--- src/rtl/dpc_pkg.sv ---
package dpc_pkg;
  localparam int LAYERS = 4;
  localparam int PIPES  = 2;
  localparam int LIDX_W = $clog2(LAYERS);
  localparam int PRIO_W = 2;

  typedef struct packed {
    logic [PIPES-1:0]             hit;
    logic [PIPES-1:0][LIDX_W-1:0] sel;
    logic                         dropLow;
  } pickStrobe_t;

  function automatic logic [7:0] effAlpha(input logic gaEn, input logic [7:0] ga,
                                          input logic [7:0] pa);
    return gaEn ? ga : pa;
  endfunction
endpackage

--- src/rtl/dpc_ctrl.sv ---
module dpc_ctrl
  import dpc_pkg::*;
#(
  parameter int COORD_W = 12
) (
  input  logic                        clk,
  input  logic                        rstN,
  input  logic [COORD_W-1:0]          rasterX,
  input  logic [COORD_W-1:0]          rasterY,
  input  logic [COORD_W-1:0]          dispW,
  input  logic [COORD_W-1:0]          dispH,
  input  logic [LAYERS-1:0]           layerEn,
  input  logic [LAYERS-1:0]           layerPipe,
  input  logic [LAYERS*PRIO_W-1:0]    layerPrio,
  input  logic [LAYERS*COORD_W-1:0]   layerX,
  input  logic [LAYERS*COORD_W-1:0]   layerY,
  input  logic [LAYERS*COORD_W-1:0]   layerW,
  input  logic [LAYERS*COORD_W-1:0]   layerH,
  input  logic [LAYERS-1:0]           layerGaEn,
  input  logic [LAYERS*8-1:0]         layerGa,
  input  logic [LAYERS*8-1:0]         pixAlpha,
  input  logic                        defectMode,
  output pickStrobe_t                 strobe
);
  localparam int EXT_W = COORD_W + 1;

  logic [LAYERS-1:0]       covers;
  logic [PRIO_W-1:0]       prio [LAYERS];
  logic [7:0]              alphaEff [LAYERS];
  logic                    pipeHit [PIPES];
  logic [LIDX_W-1:0]       pipeSel [PIPES];
  logic                    inDisp;

  assign inDisp = (rasterX < dispW) && (rasterY < dispH);

  genvar l, p;
  generate
    for (l = 0; l < LAYERS; l++) begin : g_layer
      logic [COORD_W-1:0] lx, ly, lw, lh;
      assign lx = layerX[l*COORD_W +: COORD_W];
      assign ly = layerY[l*COORD_W +: COORD_W];
      assign lw = layerW[l*COORD_W +: COORD_W];
      assign lh = layerH[l*COORD_W +: COORD_W];
      assign prio[l] = layerPrio[l*PRIO_W +: PRIO_W];
      assign alphaEff[l] = effAlpha(layerGaEn[l], layerGa[l*8 +: 8], pixAlpha[l*8 +: 8]);
      assign covers[l] = layerEn[l] && inDisp
                       && (rasterX >= lx) && (EXT_W'(rasterX) < EXT_W'(lx) + EXT_W'(lw))
                       && (rasterY >= ly) && (EXT_W'(rasterY) < EXT_W'(ly) + EXT_W'(lh));
    end

    for (p = 0; p < PIPES; p++) begin : g_pipe
      logic              found;
      logic [LIDX_W-1:0] idx;
      logic [PRIO_W-1:0] best;
      always_comb begin
        found = 1'b0;
        idx   = '0;
        best  = '0;
        for (int i = 0; i < LAYERS; i++) begin
          if (covers[i] && (layerPipe[i] == 1'(p)) && (!found || prio[i] > best)) begin
            found = 1'b1;
            idx   = LIDX_W'(i);
            best  = prio[i];
          end
        end
      end
      assign pipeHit[p] = found;
      assign pipeSel[p] = idx;
      assign strobe.hit[p] = found;
      assign strobe.sel[p] = idx;


      sel_covers_chk: assert property (@(posedge clk) disable iff (!rstN)
        pipeHit[p] |-> (covers[pipeSel[p]] && layerPipe[pipeSel[p]] == 1'(p)));

      for (l = 0; l < LAYERS; l++) begin : g_win

        prio_win_chk: assert property (@(posedge clk) disable iff (!rstN)
          (covers[l] && layerPipe[l] == 1'(p)) |-> (pipeHit[p] && prio[pipeSel[p]] >= prio[l]));
      end
    end
  endgenerate

  assign strobe.dropLow = defectMode && pipeHit[0] && (prio[pipeSel[0]] == '0)
                        && (alphaEff[pipeSel[0]] != 8'hFF);


  drop_gate_chk: assert property (@(posedge clk) disable iff (!rstN)
    strobe.dropLow |-> (defectMode && pipeHit[0] && prio[pipeSel[0]] == '0));
endmodule

--- src/rtl/dpc_datapath.sv ---
module dpc_datapath
  import dpc_pkg::*;
(
  input  logic               clk,
  input  logic               rstN,
  input  pickStrobe_t        strobe,
  input  logic [LAYERS*32-1:0] layerPix,
  input  logic [LAYERS-1:0]  layerGaEn,
  input  logic [LAYERS*8-1:0] layerGa,
  input  logic [23:0]        bgColor,
  output logic [23:0]        outRgb
);
  logic [31:0] pix [LAYERS];
  logic [7:0]  alphaEff [LAYERS];

  genvar l;
  generate
    for (l = 0; l < LAYERS; l++) begin : g_px
      assign pix[l] = layerPix[l*32 +: 32];
      assign alphaEff[l] = effAlpha(layerGaEn[l], layerGa[l*8 +: 8], pix[l][31:24]);
    end
  endgenerate

  // stage 1: pipe results
  logic [23:0] p0Rgb, p1Rgb;
  logic [7:0]  p1A;

  always_ff @(posedge clk) begin
    if (!rstN) begin
      p0Rgb <= '0;
      p1Rgb <= '0;
      p1A   <= '0;
    end else begin
      p0Rgb <= (strobe.hit[0] && !strobe.dropLow) ? pix[strobe.sel[0]][23:0] : bgColor;
      p1Rgb <= strobe.hit[1] ? pix[strobe.sel[1]][23:0] : bgColor;
      p1A   <= strobe.hit[1] ? alphaEff[strobe.sel[1]] : 8'h00;
    end
  end

  // stage 2: blend
  logic [23:0] blendRgb;
  always_comb begin
    for (int c = 0; c < 3; c++) begin
      logic [15:0] num;
      num = 16'(p1A) * 16'(p1Rgb[c*8 +: 8])
          + 16'(8'hFF - p1A) * 16'(p0Rgb[c*8 +: 8]) + 16'd127;
      blendRgb[c*8 +: 8] = 8'(num / 16'd255);
    end
  end

  always_ff @(posedge clk) begin
    if (!rstN) outRgb <= '0;
    else       outRgb <= blendRgb;
  end


  clear_top_chk: assert property (@(posedge clk) disable iff (!rstN)
    (p1A == 8'h00) |=> (outRgb == $past(p0Rgb)));


  opaque_top_chk: assert property (@(posedge clk) disable iff (!rstN)
    (p1A == 8'hFF) |=> (outRgb == $past(p1Rgb)));
endmodule

--- src/rtl/dual_pipe_compositor.sv ---
module dual_pipe_compositor
  import dpc_pkg::*;
#(
  parameter int COORD_W = 12
) (
  input  logic                        clk,
  input  logic                        rstN,
  input  logic [COORD_W-1:0]          rasterX,
  input  logic [COORD_W-1:0]          rasterY,
  input  logic [COORD_W-1:0]          dispW,
  input  logic [COORD_W-1:0]          dispH,
  input  logic [LAYERS-1:0]           layerEn,
  input  logic [LAYERS-1:0]           layerPipe,
  input  logic [LAYERS*PRIO_W-1:0]    layerPrio,
  input  logic [LAYERS*COORD_W-1:0]   layerX,
  input  logic [LAYERS*COORD_W-1:0]   layerY,
  input  logic [LAYERS*COORD_W-1:0]   layerW,
  input  logic [LAYERS*COORD_W-1:0]   layerH,
  input  logic [LAYERS-1:0]           layerGaEn,
  input  logic [LAYERS*8-1:0]         layerGa,
  input  logic [LAYERS*32-1:0]        layerPix,
  input  logic [23:0]                 bgColor,
  input  logic                        defectMode,
  output logic [23:0]                 outRgb
);
  pickStrobe_t strobe;
  logic [LAYERS*8-1:0] pixAlpha;

  genvar l;
  generate
    for (l = 0; l < LAYERS; l++) begin : g_a
      assign pixAlpha[l*8 +: 8] = layerPix[l*32+24 +: 8];
    end
  endgenerate

  dpc_ctrl #(.COORD_W(COORD_W)) u_ctrl (
    .clk(clk), .rstN(rstN), .rasterX(rasterX), .rasterY(rasterY),
    .dispW(dispW), .dispH(dispH), .layerEn(layerEn), .layerPipe(layerPipe),
    .layerPrio(layerPrio), .layerX(layerX), .layerY(layerY), .layerW(layerW),
    .layerH(layerH), .layerGaEn(layerGaEn), .layerGa(layerGa),
    .pixAlpha(pixAlpha), .defectMode(defectMode), .strobe(strobe)
  );

  dpc_datapath u_dp (
    .clk(clk), .rstN(rstN), .strobe(strobe), .layerPix(layerPix),
    .layerGaEn(layerGaEn), .layerGa(layerGa), .bgColor(bgColor), .outRgb(outRgb)
  );
endmodule

--- config.mk ---
export PLATFORM = sky130hd
export DESIGN_NAME = dual_pipe_compositor
export DESIGN_NICKNAME = d
export VERILOG_FILES = /design/src/rtl/dpc_pkg.sv /design/src/rtl/dpc_ctrl.sv /design/src/rtl/dpc_datapath.sv /design/src/rtl/dual_pipe_compositor.sv
export SDC_FILE = /design/constraint.sdc
export NUM_CORES = 2
export LEC_CHECK = 0
export CAP_MARGIN = 20
export CELL_PAD_IN_SITES_DETAIL_PLACEMENT = 0
export CELL_PAD_IN_SITES_GLOBAL_PLACEMENT = 1
export CORE_UTILIZATION = 45
export CTS_CLUSTER_SIZE = 40
export DETAILED_ROUTE_END_ITERATION = 16
export DONT_BUFFER_PORTS = 1
export GPL_TIMING_DRIVEN = 0
export PLACE_DENSITY_LB_ADDON = 0.1
export RECOVER_POWER = 25
export SYNTH_ARGS = -nofsm -noshare
export SYNTH_HDL_FRONTEND = slang
export SYNTH_SLANG_ARGS = --single-unit
--- constraint.sdc ---
create_clock -name clk -period 12.5 [get_ports clk]
set_input_delay 1.25 -clock clk [delete_from_list [all_inputs] [get_ports clk]]
set_output_delay 1.25 -clock clk [all_outputs]
set_load 0.005 [all_outputs]
==> impl_metrics.py <==
metrics = {
    "critical_path": {
        "crit_path_top_delay_cell": "fa_1",
        "rr_startpoint": "u_dp.p1A[0]",
        "rr_worst_depth": 43,
        "cp.required_ns": 12.79,
        "arrival_ns": 12.35,
        "worstPathMaxFanout": 10,
        "crit_path_start_kind": "register",
        "r2r_slack_ns": 0.44,
        "crit_path_frequent_cell": "fa_1",
        "worstSetupPathType": "register to register",
        "crit_path_max_incr_delay_ns": 0.56,
        "end_kind": "register",
        "r2r_end": "u_dp.outRgb[0]",
    },
    "synth": {
        "ys_warn_count": 0,
        "syn-mean-instance-area_sq_um": 8.06,
        "synth-async-reset-ratio": 0,
        "synth-seq-area-share": 0.0490,
        "ys.flop_type": "dfxtp_1",
        "synth_edf_count": 0,
        "synth_area_sq_um": 32700,
        "synth_cell_types": 111,
        "synth_nets": 5300,
        "ys_ff_latch": 80,
        "syn-instance-count": 4051,
    },
    "cts": {
        "cts_tree": "done",
        "clockBufferDepth": 2,
        "clk_root_buffer_cell": "clkbuf_16",
        "cts_made_buffers": 9,
        "path_clk_slew_ns": 0.07,
        "clock-sinks": 80,
        "clk_latency_ns": 0.40,
        "h-tree-depth": 3,
    },
    "timing": {
        "post-route-period-util": 0.965,
        "setup_viol": 0,
        "finalHoldViolCount": 0,
        "slew_viol_final": 0,
        "rsz0062_at_grt": "yes",
        "clock_skew_ns": 0.0213,
        "worstMarginPinSlew_ns": 1.11,
        "relSlewSlack": 0.257,
        "fmax_mhz": 82.9,
        "min_period_ns": 12.06,
    },
    "floorplan": {
        "io_pins": 471,
        "die_w_microns": 271,
        "num_rows": 98,
        "dieHeight_microns": 271,
        "initial_utilization": 0.456,
        "core_sq_um": 71600,
        "die_area_sq_um": 73700,
    },
    "drt": {
        "vias_per_cell": 5.62,
        "drt_iter0_drc": 1842,
        "num_vias": 28200,
        "drt-wirelength-per-cell_microns": 20.8,
        "ant_nets": 0,
        "drc": 0,
        "routed_wl_mm": 104,
        "dr.pass1.iters": 6,
    },
    "final_layout": {
        "drive_above_1_share": 0.0495,
        "syn_to_final_growth_pct": 5.87,
        "final_common_cell": "inv_1",
        "nNetsFinal": 5322,
        "multiInputGateArea_sq_um": 28600,
        "fillers": 7250,
        "final_area_sq_um": 34600,
        "final_cell_mix": "inv_1, ha_1, fa_1, a21oi_1, nor2_1",
        "seq_area_sq_um": 1600,
        "diodes": 0,
    },
    "worst_hold_path": {
        "worst_hold_startpoint": "u_dp.p1A[0]",
        "whs_endpoint": "u_dp.outRgb[17]",
        "hold_class": "register to register",
        "hold_depth": 4,
    },
    "placed_design": {
        "place.gp.congestion": 0.947,
        "dpl-instance-area_sq_um": 33900,
        "io_buffers": 0,
        "hpwl_mm": 90.0,
    },
    "global_route": {
        "grt_overflow": 0,
        "grt_pass1_wl_mm": 165,
        "antenna_found_initial": 0,
        "grt.total_usage": 0.283,
        "global_route.usage.met2": 0.456,
        "grtUsageMet3": 0.0541,
        "grt_pass1_vias": 28300,
        "top_usage_layer": "met2",
        "grt_start_max_net_pins": 17,
        "use_met1": 0.390,
    },
    "run_status": {
        "status": "complete, no violations",
    },
    "flow_run": {
        "max_cap_violations": 0,
    },
}
Yosys cell counts, types with 86 or more instances:
| cell type | count | share of area |
|---|---|---|
| a21oi_1 | 257 | 0.039 |
| fa_1 | 317 | 0.19 |
| o21ai_0 | 105 | 0.016 |
| a211oi_1 | 102 | 0.023 |
| xnor2_1 | 118 | 0.032 |
| mux2i_1 | 145 | 0.044 |
| clkbuf_1 | 86 | 0.0099 |
| ha_1 | 485 | 0.19 |
| nand2b_1 | 124 | 0.024 |
| and2_1 | 119 | 0.023 |
| a21o_1 | 162 | 0.037 |
| nand2_1 | 212 | 0.024 |
| nor2b_1 | 170 | 0.033 |
| nor2_1 | 244 | 0.028 |
| inv_1 | 593 | 0.068 |
routing by layer:
metal / share of wire / routed length [microns]
met5: 0 / 0
met3: 0.061 / 6330
met1: 0.47 / 48900
met4: 0.025 / 2570
met2: 0.45 / 46700
repair_timing:
action,CTS,global route
pin swaps,1,4
hold buffers,0,0
resized for setup,41,102
setup buffers,2,9
endpoints found under the setup margin,27,57
area by class of cell:
cell class	instances	area share
clock buffers	9	0.00651
repair buffers	12	0.00282
plain buffers	119	0.0165
multi-input cells	3257	0.827
well taps	950	0.0344
inverters	594	0.0645
flip-flops and latches	80	0.0464
clock inverters	7	0.00181
worst max path at each step:
stage / from / end
finish: u_dp.p1A[0] / u_dp.outRgb[0]
global route: u_dp.p1A[0] / u_dp.outRgb[0]
CTS: u_dp.p1A[0] / u_dp.outRgb[16]
detailed placement: u_dp.p1A[0] / u_dp.outRgb[16]
global placement: u_dp.p1A[0] / u_dp.outRgb[16]
floorplan: u_dp.p1A[4] / u_dp.outRgb[16]
registers in the layout (all words and copies together) (netlist names):
name and cells:
u_dp.p0Rgb 24, u_dp.p1A 8, u_dp.outRgb 24, u_dp.p1Rgb 24
worst max-delay path: cells and delay by family, from the launching register on:
family / cells / cell delay (ns)
AO/OA/AOI/OAI: 15 / 3.39
XOR/XNOR: 3 / 0.86
adder cells (fa/ha/maj): 8 / 3.80
buffers and inverters: 9 / 1.48
flip-flops: 1 / 0.43
multiplexers: 2 / 0.53
AND/OR/NAND/NOR: 6 / 1.44
through the flow:
stage	std cells	hold slack, ns	setup TNS, ns	setup slack, ns	utilization
finish	5028	0.951	0	0.443	0.483
global placement	5001	1.03	-18.99	-1.14	0.473
global route	5028	0.982	-0.364	-0.248	0.483
floorplan	4051	0.724	0	1.46	-
detailed placement	5002	1.03	-16.62	-0.955	0.473
CTS	5020	1.02	-0.0399	-0.0399	0.478
cells by family after synthesis:
kind of cell / synth area share
adders and majority gates: 0.380
DFF: 0.0490
buffers and inverters: 0.0831
AOI/OAI and AO/OA: 0.210
xor gates and xnor gates: 0.0417
and+or+nand+nor: 0.187
muxes: 0.0487
Power is left out: the tool's default activity adds up to more than one toggle a clock period on the data nets, which glitch-free logic cannot reach.
